[src/rtl/sa_gate_pkg.sv]
package sa_gate_pkg;
  localparam int TIME_W = 8;
  typedef logic [TIME_W-1:0] tick_t;

  typedef enum logic {
    MODE_NORMAL = 1'b0,
    MODE_EXT    = 1'b1
  } win_mode_e;

  function automatic tick_t tick_inc_sat(input tick_t a);
    return (a == '1) ? a : a + tick_t'(1);
  endfunction

  function automatic tick_t pick_limit(input win_mode_e m, input tick_t n, input tick_t e);
    return (m == MODE_EXT) ? e : n;
  endfunction

  function automatic tick_t lock_load(input tick_t len);
    return (len == '0) ? '0 : len - tick_t'(1);
  endfunction
endpackage

[src/rtl/sa_ref_tracker.sv]
module sa_ref_tracker
  import sa_gate_pkg::*;
#(
  parameter int SA_W  = 3,
  parameter int LOC_W = 9
) (
  input  logic             clk,
  input  logic             rst_n,
  input  logic             ref_start,
  input  logic [SA_W-1:0]  ref_sa_in,
  input  logic [LOC_W-1:0] ref_loc_in,
  input  tick_t            t_rfc,
  output logic             busy,
  output logic             done,
  output logic [SA_W-1:0]  sa_q,
  output logic [LOC_W-1:0] loc_q
);
  tick_t remain;
  logic  start_take;
  logic  lock_end;

  assign start_take = ref_start && !busy;
  assign lock_end   = busy && (remain == '0);

  always_ff @(posedge clk) begin
    if (!rst_n) begin
      busy   <= 1'b0;
      done   <= 1'b0;
      remain <= '0;
      sa_q   <= '0;
      loc_q  <= '0;
    end else begin
      done <= lock_end;
      if (start_take) begin
        busy   <= 1'b1;
        remain <= lock_load(t_rfc);
        sa_q   <= ref_sa_in;
        loc_q  <= ref_loc_in;
      end else if (lock_end) begin
        busy <= 1'b0;
      end else if (busy) begin
        remain <= remain - tick_t'(1);
      end
    end
  end


  ignore_restart_chk: assert property (@(posedge clk) disable iff (!rst_n)
    (busy && ref_start) |=> ($stable(sa_q) && $stable(loc_q)));


  done_after_lock_chk: assert property (@(posedge clk) disable iff (!rst_n)
    done |-> (!busy && $past(busy)));
endmodule

[src/rtl/sa_act_window.sv]
module sa_act_window
  import sa_gate_pkg::*;
#(
  parameter int DEPTH = 4
) (
  input  logic  clk,
  input  logic  rst_n,
  input  logic  act_fire,
  input  logic  ext_mode,
  input  tick_t t_rrd,
  input  tick_t t_rrd_ext,
  input  tick_t t_faw,
  input  tick_t t_faw_ext,
  output logic  act_ok
);
  localparam int OLDEST = DEPTH - 1;

  tick_t     age [DEPTH];
  win_mode_e mode;
  tick_t     rrd_lim;
  tick_t     faw_lim;
  logic      rrd_met;
  logic      faw_met;

  assign mode    = ext_mode ? MODE_EXT : MODE_NORMAL;
  assign rrd_lim = pick_limit(mode, t_rrd, t_rrd_ext);
  assign faw_lim = pick_limit(mode, t_faw, t_faw_ext);
  assign rrd_met = (age[0] >= rrd_lim);
  assign faw_met = (age[OLDEST] >= faw_lim);
  assign act_ok  = rrd_met && faw_met;

  for (genvar i = 0; i < DEPTH; i++) begin : g_slot
    if (i == 0) begin : g_head
      always_ff @(posedge clk) begin
        if (!rst_n)        age[i] <= '1;
        else if (act_fire) age[i] <= tick_t'(1);
        else               age[i] <= tick_inc_sat(age[i]);
      end
    end else begin : g_tail
      always_ff @(posedge clk) begin
        if (!rst_n)        age[i] <= '1;
        else if (act_fire) age[i] <= tick_inc_sat(age[i-1]);
        else               age[i] <= tick_inc_sat(age[i]);
      end
    end
  end


  rrd_spacing_chk: assert property (@(posedge clk) disable iff (!rst_n)
    act_fire |-> (age[0] >= rrd_lim));


  faw_window_chk: assert property (@(posedge clk) disable iff (!rst_n)
    act_fire |-> (age[OLDEST] >= faw_lim));
endmodule

[src/rtl/sa_acc_slot.sv]
module sa_acc_slot #(
  parameter int ROW_W = 12,
  parameter int SA_W  = 3
) (
  input  logic             clk,
  input  logic             rst_n,
  input  logic             acc_req,
  input  logic [ROW_W-1:0] acc_row,
  input  logic             blocked,
  output logic             pending,
  output logic             grant,
  output logic             stall,
  output logic [ROW_W-1:0] row_q,
  output logic [SA_W-1:0]  sa_q
);
  function automatic logic [SA_W-1:0] sa_of(input logic [ROW_W-1:0] row);
    return row[ROW_W-1 -: SA_W];
  endfunction

  logic take;

  assign grant = pending && !blocked;
  assign stall = pending && blocked;
  assign take  = acc_req && (!pending || grant);
  assign sa_q  = sa_of(row_q);

  always_ff @(posedge clk) begin
    if (!rst_n) begin
      pending <= 1'b0;
      row_q   <= '0;
    end else if (take) begin
      pending <= 1'b1;
      row_q   <= acc_row;
    end else if (grant) begin
      pending <= 1'b0;
    end
  end


  stall_hold_chk: assert property (@(posedge clk) disable iff (!rst_n)
    stall |=> (pending && $stable(row_q)));


  drop_when_stalled_chk: assert property (@(posedge clk) disable iff (!rst_n)
    (stall && acc_req) |=> $stable(row_q));
endmodule

[src/rtl/sa_refresh_gate.sv]
module sa_refresh_gate
  import sa_gate_pkg::*;
#(
  parameter int ROW_W    = 12,
  parameter int SA_COUNT = 8
) (
  input  logic                         clk,
  input  logic                         rst_n,
  input  logic                         ref_start,
  input  logic [$clog2(SA_COUNT)-1:0]  ref_sa,
  input  logic [ROW_W-$clog2(SA_COUNT)-1:0] ref_local_row,
  input  logic                         acc_req,
  input  logic [ROW_W-1:0]             acc_row,
  input  logic [7:0]                   t_rfc,
  input  logic [7:0]                   t_rrd,
  input  logic [7:0]                   t_rrd_ext,
  input  logic [7:0]                   t_faw,
  input  logic [7:0]                   t_faw_ext,
  output logic                         acc_grant,
  output logic                         acc_stall,
  output logic [ROW_W-1:0]             acc_row_o,
  output logic                         ref_busy,
  output logic                         ref_done,
  output logic [ROW_W-1:0]             ref_row_o
);
  localparam int SA_W  = $clog2(SA_COUNT);
  localparam int LOC_W = ROW_W - SA_W;

  logic [SA_W-1:0]  lock_sa;
  logic [LOC_W-1:0] lock_loc;
  logic [SA_W-1:0]  slot_sa;
  logic             slot_pending;
  logic             sa_conflict;
  logic             act_ok;
  logic             slot_blocked;

  sa_ref_tracker #(.SA_W(SA_W), .LOC_W(LOC_W)) u_track (
    .clk        (clk),
    .rst_n      (rst_n),
    .ref_start  (ref_start),
    .ref_sa_in  (ref_sa),
    .ref_loc_in (ref_local_row),
    .t_rfc      (tick_t'(t_rfc)),
    .busy       (ref_busy),
    .done       (ref_done),
    .sa_q       (lock_sa),
    .loc_q      (lock_loc)
  );

  assign ref_row_o    = {lock_sa, lock_loc};
  assign sa_conflict  = ref_busy && (slot_sa == lock_sa);
  assign slot_blocked = sa_conflict || !act_ok;

  sa_acc_slot #(.ROW_W(ROW_W), .SA_W(SA_W)) u_slot (
    .clk     (clk),
    .rst_n   (rst_n),
    .acc_req (acc_req),
    .acc_row (acc_row),
    .blocked (slot_blocked),
    .pending (slot_pending),
    .grant   (acc_grant),
    .stall   (acc_stall),
    .row_q   (acc_row_o),
    .sa_q    (slot_sa)
  );

  sa_act_window #(.DEPTH(4)) u_win (
    .clk       (clk),
    .rst_n     (rst_n),
    .act_fire  (acc_grant),
    .ext_mode  (ref_busy),
    .t_rrd     (tick_t'(t_rrd)),
    .t_rrd_ext (tick_t'(t_rrd_ext)),
    .t_faw     (tick_t'(t_faw)),
    .t_faw_ext (tick_t'(t_faw_ext)),
    .act_ok    (act_ok)
  );


  no_locked_grant_chk: assert property (@(posedge clk) disable iff (!rst_n)
    (acc_grant && ref_busy) |-> (acc_row_o[ROW_W-1 -: SA_W] != ref_row_o[ROW_W-1 -: SA_W]));


  release_grant_chk: assert property (@(posedge clk) disable iff (!rst_n)
    (slot_pending && $fell(ref_busy) && act_ok) |-> acc_grant);
endmodule

[config.mk]
export PLATFORM = sky130hd
export DESIGN_NAME = sa_refresh_gate
export DESIGN_NICKNAME = d
export VERILOG_FILES = /design/src/rtl/sa_gate_pkg.sv /design/src/rtl/sa_ref_tracker.sv /design/src/rtl/sa_act_window.sv /design/src/rtl/sa_acc_slot.sv /design/src/rtl/sa_refresh_gate.sv
export SDC_FILE = /design/constraint.sdc
export NUM_CORES = 1
export LEC_CHECK = 0
export BUFFER_PORTS_ARGS = -buffer_cell sky130_fd_sc_hd__buf_2
export CAP_MARGIN = 15
export CORE_AREA = 2 2 100 102
export CTS_CLUSTER_SIZE = 12
export DETAILED_ROUTE_END_ITERATION = 12
export DIE_AREA = 0 0 102 104
export MAX_ROUTING_LAYER = met4
export PLACE_DENSITY = 0.77
export SYNTH_ARGS = -nofsm -noshare
export SYNTH_HDL_FRONTEND = slang
export SYNTH_SLANG_ARGS = --single-unit
[constraint.sdc]
create_clock -name clk -period 4.1 [get_ports clk]
set_clock_uncertainty 0.1 [all_clocks]
set_input_delay 0.82 -clock clk [delete_from_list [all_inputs] [get_ports clk]]
set_output_delay 0.82 -clock clk [all_outputs]
set_load 0.05 [all_outputs]
==> impl_summary.txt <==
----------------------------------------------------
[Run status]
  Run status ... complete, no violations

[Cells and area]
  Fraction of final layout cells with drive strength greater than 1 ... 0.2358
  Antenna Diode Count ... 0
  Area growth syn-to-layout ... 22.02%
  Share of the core filled with cells ... 0.5307
  Count of nets after finishing ... 666

[Detailed routing]
  DRC Markers ... 0
  Total via count after detailed routing ... 3852
  Detail-routed via count per cell ... 5.395
  Average detailed-routed wire length per instance ... 13.59 um
  Number of iterations in the first detailed-routing pass ... 4
  Initial drt markers ... 227
  Total detailed-routing wirelength ... 9.703 mm
  Final antenna-violating net count ... 0

[Worst setup path]
  Crit Path Category ... register to output pin
  Slowest stage delay, CP ... 370 ps
  Crit end category ... output pin
  Critical path cell sequence ... buf_4 > mux2_2 > ha_1 > nor2b_1 > o21ai_1 > a21oi_2 > nor2_4 > nand2_1 > inv_2 > buf_2
  Worst Setup Start Kind ... register
  Critical path required time ... 3180 ps
  Worst reg2reg setup slack ... 1100 ps
  Critical path fanouts, max ... 17
  Data arrival time of the worst path ... 2680 ps
  Critical path's slowest cell ... mux2_2

[Floorplan]
  Die Y-Extent ... 104 um
  Area of the core ... 9549 sq um
  Std cell rows ... 36
  Die boundary width ... 102 um
  Die Footprint ... 10610 sq um
  Boundary Pins ... 96
  Starting density of the core ... 0.4349

[Timing]
  Time the final worst path needs with I/O delays and setup ... 3599 ps
  Final Setup Violations ... 0
  RSZ-0062 raised after global routing ... no
  Final total negative setup slack ... 0 ps
  Fin crit share ... 0.8777
  Actual transition at the worst max-transition pin ... 814.5 ps
  Number of max-slew violations in the final report ... 0
  Worst slew slack as a fraction of its limit ... 0.4570
  Fin worst setup slack ... 501.3 ps
  Fmax ... 0.2779 GHz
  Fin. Hold Viols ... 0

[GRT]
  Antenna violations before repair ... 0
  Vias in the first global route ... 3764
  Total track usage ... 0.1934
  First-pass GRT wire length ... 16.47 mm
  Grt ovf ... 0
  Largest net degree at the start of global routing ... 43

[Synthesis]
  Largest cells by area after synthesis ... edfxtp_1 (23%), dfxtp_1 (17%), mux2i_1 (7.5%), nand2_1 (6.7%), ha_1 (6.6%)
  Distinct cell type count after synthesis ... 56
  Post-synth EDFFs ... 32
  Post-Syn Area per Cell ... 9.008 sq um
  Dominant synthesized flop cell ... dfxtp_1
  Syn Std Cell Area ... 4153 sq um
  Share of synthesized cell area in full adder, half adder and majority cells ... 0.06629
  Area share of the largest cell type after synthesis ... 0.2314
  FFs w/ async S/R, synth ... 0
  Mux contribution to synthesized area ... 0.09913
  Number of instances in the synthesized netlist ... 461
  Yosys reg bits ... 67
  Compound-cell area share of the yosys netlist ... 0.1470
  Xor and xnor fraction of the mapped netlist area ... 0.04851
  Simple-gate area share of the yosys netlist ... 0.2031
  Post-synthesis sequential area ratio ... 0.4001
  Warnings from Yosys ... 0
  Area leader, netlist ... edfxtp_1
  Dominant combinational cell family by area after synthesis ... simple AND/OR/NAND/NOR gates

[CTS]
  Clock Tree Buf Depth ... 2
  Clk pin slew, worst setup/hold paths ... 80 ps
  TritonCTS sink count ... 67
  CTS H-tree lvls ... 3
  TritonCTS clock tree ... built
  Master cell of the clock root buffer ... clkbuf_8
  Insertion delay of the later-clocked pin in the worst-skew pair ... 340 ps
  CTS Hold Buffers Added ... 0
  Number of clock buffers inserted by TritonCTS ... 9
  Post-CTS Resized ... 0
  Number of buffers added for setup after CTS ... 0

[Power]
  Peak supply drop ... 317.8 uV
  Leakage ... 2.150 nW
  P per Cell Area ... 461.1 nW/um^2

[Placement]
  I/O Buffers ... 95
  Routability congestion estimate from global placement ... 0.8477
  Sum of net half-perimeters after detailed placement ... 7.268 mm
  Pre-CTS worst setup slack ... 551.6 ps

[Hold path]
  Type of the tightest min-delay check ... register to register

[Run]
  Number of max-cap violations ... 0

----------------------------------------------------
placed cells by master (no fill, tap or decap), types with 8 or more instances in the layout:
master and count:
nor3_1 12, conb_1 24, and3_1 10, edfxtp_1 32, nand2_1 74, o21ai_0 14
ha_1 22, inv_1 12, buf_4 9, nor2_1 18, dfxtp_1 35, a31oi_1 8
buf_2 95, o21ai_1 16, clkbuf_8 9, nand4_1 11, xor2_1 8, a21oi_1 30
nand3_1 24, xnor2_1 15, mux2i_1 31
path summary, 6_finish.rpt:
kind                            startpoint                       endpoint  cells after the start
max              u_track.busy$_SDFFE_PN0P_                      acc_grant                     10
min          u_track.loc_q[1]$_SDFFE_PN0P_  u_track.loc_q[1]$_SDFFE_PN0P_                      2
max reg2reg      u_track.busy$_SDFFE_PN0P_      u_win.age[3][4]$_DFFE_PP_                     10
min reg2reg  u_track.loc_q[1]$_SDFFE_PN0P_  u_track.loc_q[1]$_SDFFE_PN0P_                      2
critical path, delay by kind of cell, from the launching register on:
kind	cells	cell delay (ps)
and+or+nand+nor	3	250
adders and majority gates	1	270
buffers and inverters	3	820
AOI/OAI and AO/OA	2	270
muxes	1	370
DFF	1	340
routing by layer:
metal / global-route usage / routed length (um)
met1: 0.2316 / 4148
met2: 0.3106 / 4803
met3: 0.04839 / 532
met4: 0.07619 / 219
met5: - / 0
where the power goes:
part	internal [mW]	switching, mW	total [mW]
logic	0.330	0.497	0.827
registers	0.818	0.0922	0.910
clock network	0.341	0.258	0.600
total	1.49	0.847	2.34
Yosys cell counts, types with 3 or more instances:
cell type and instances:
nand2_1 74, dfxtp_1 35, edfxtp_1 32, mux2i_1 31, a21oi_1 30, nand3_1 24, ha_1 22, nor2_1 18
clkbuf_1 16, o21ai_1 16, xnor2_1 15, o21ai_0 14, inv_1 12, nor3_1 12, nand4_1 11, and3_1 10
a31oi_1 8, xor2_1 8, buf_2 5, mux2_2 5, nand2b_1 5, mux2_1 4, o21a_1 4, a211oi_1 3
nor3b_1 3
flip-flops by register name (all words and copies together) (netlist names):
signal,flops
u_win.age,32
u_slot.row_q,12
u_track.loc_q,9
u_track.remain,8
u_track.sa_q,3
u_slot.pending,1
u_track.busy,1
u_track.done,1
area by class of cell:
cell class / instances / area, sq um
clock inverters: 7 / 91.34
clock buffers: 9 / 123.9
fillers: 893 / 4482
flip-flops and latches: 67 / 1662
repair buffers: 104 / 543.0
multi-input cells: 381 / 2432
well taps: 133 / 166.4
inverters: 13 / 48.80
cell families (layout without fill, tap and decap cells):
kind of cell | Yosys count | in the layout
simple gates | 174 | 174
compound gates | 98 | 98
flops | 67 | 67
mux | 40 | 40
buf+inv | 36 | 133
xor+xnor | 23 | 23
fa+ha+maj | 22 | 22
other cells | 1 | 24
per-stage QoR:
step | cell area [sq um] | hold slack (ps) | total power, mW | cells
after global routing | 5067 | 378.9 | 2.487 | 714
final | 5067 | 358.7 | 2.337 | 714
after CTS | 5067 | 358.9 | 2.345 | 714
after floorplan | 4239 | 378.4 | 1.536 | 484
after global placement | 4852 | 341.0 | 1.711 | 698
after detailed placement | 4852 | 347.1 | 1.745 | 698
Power figures use the tool's default switching activity.
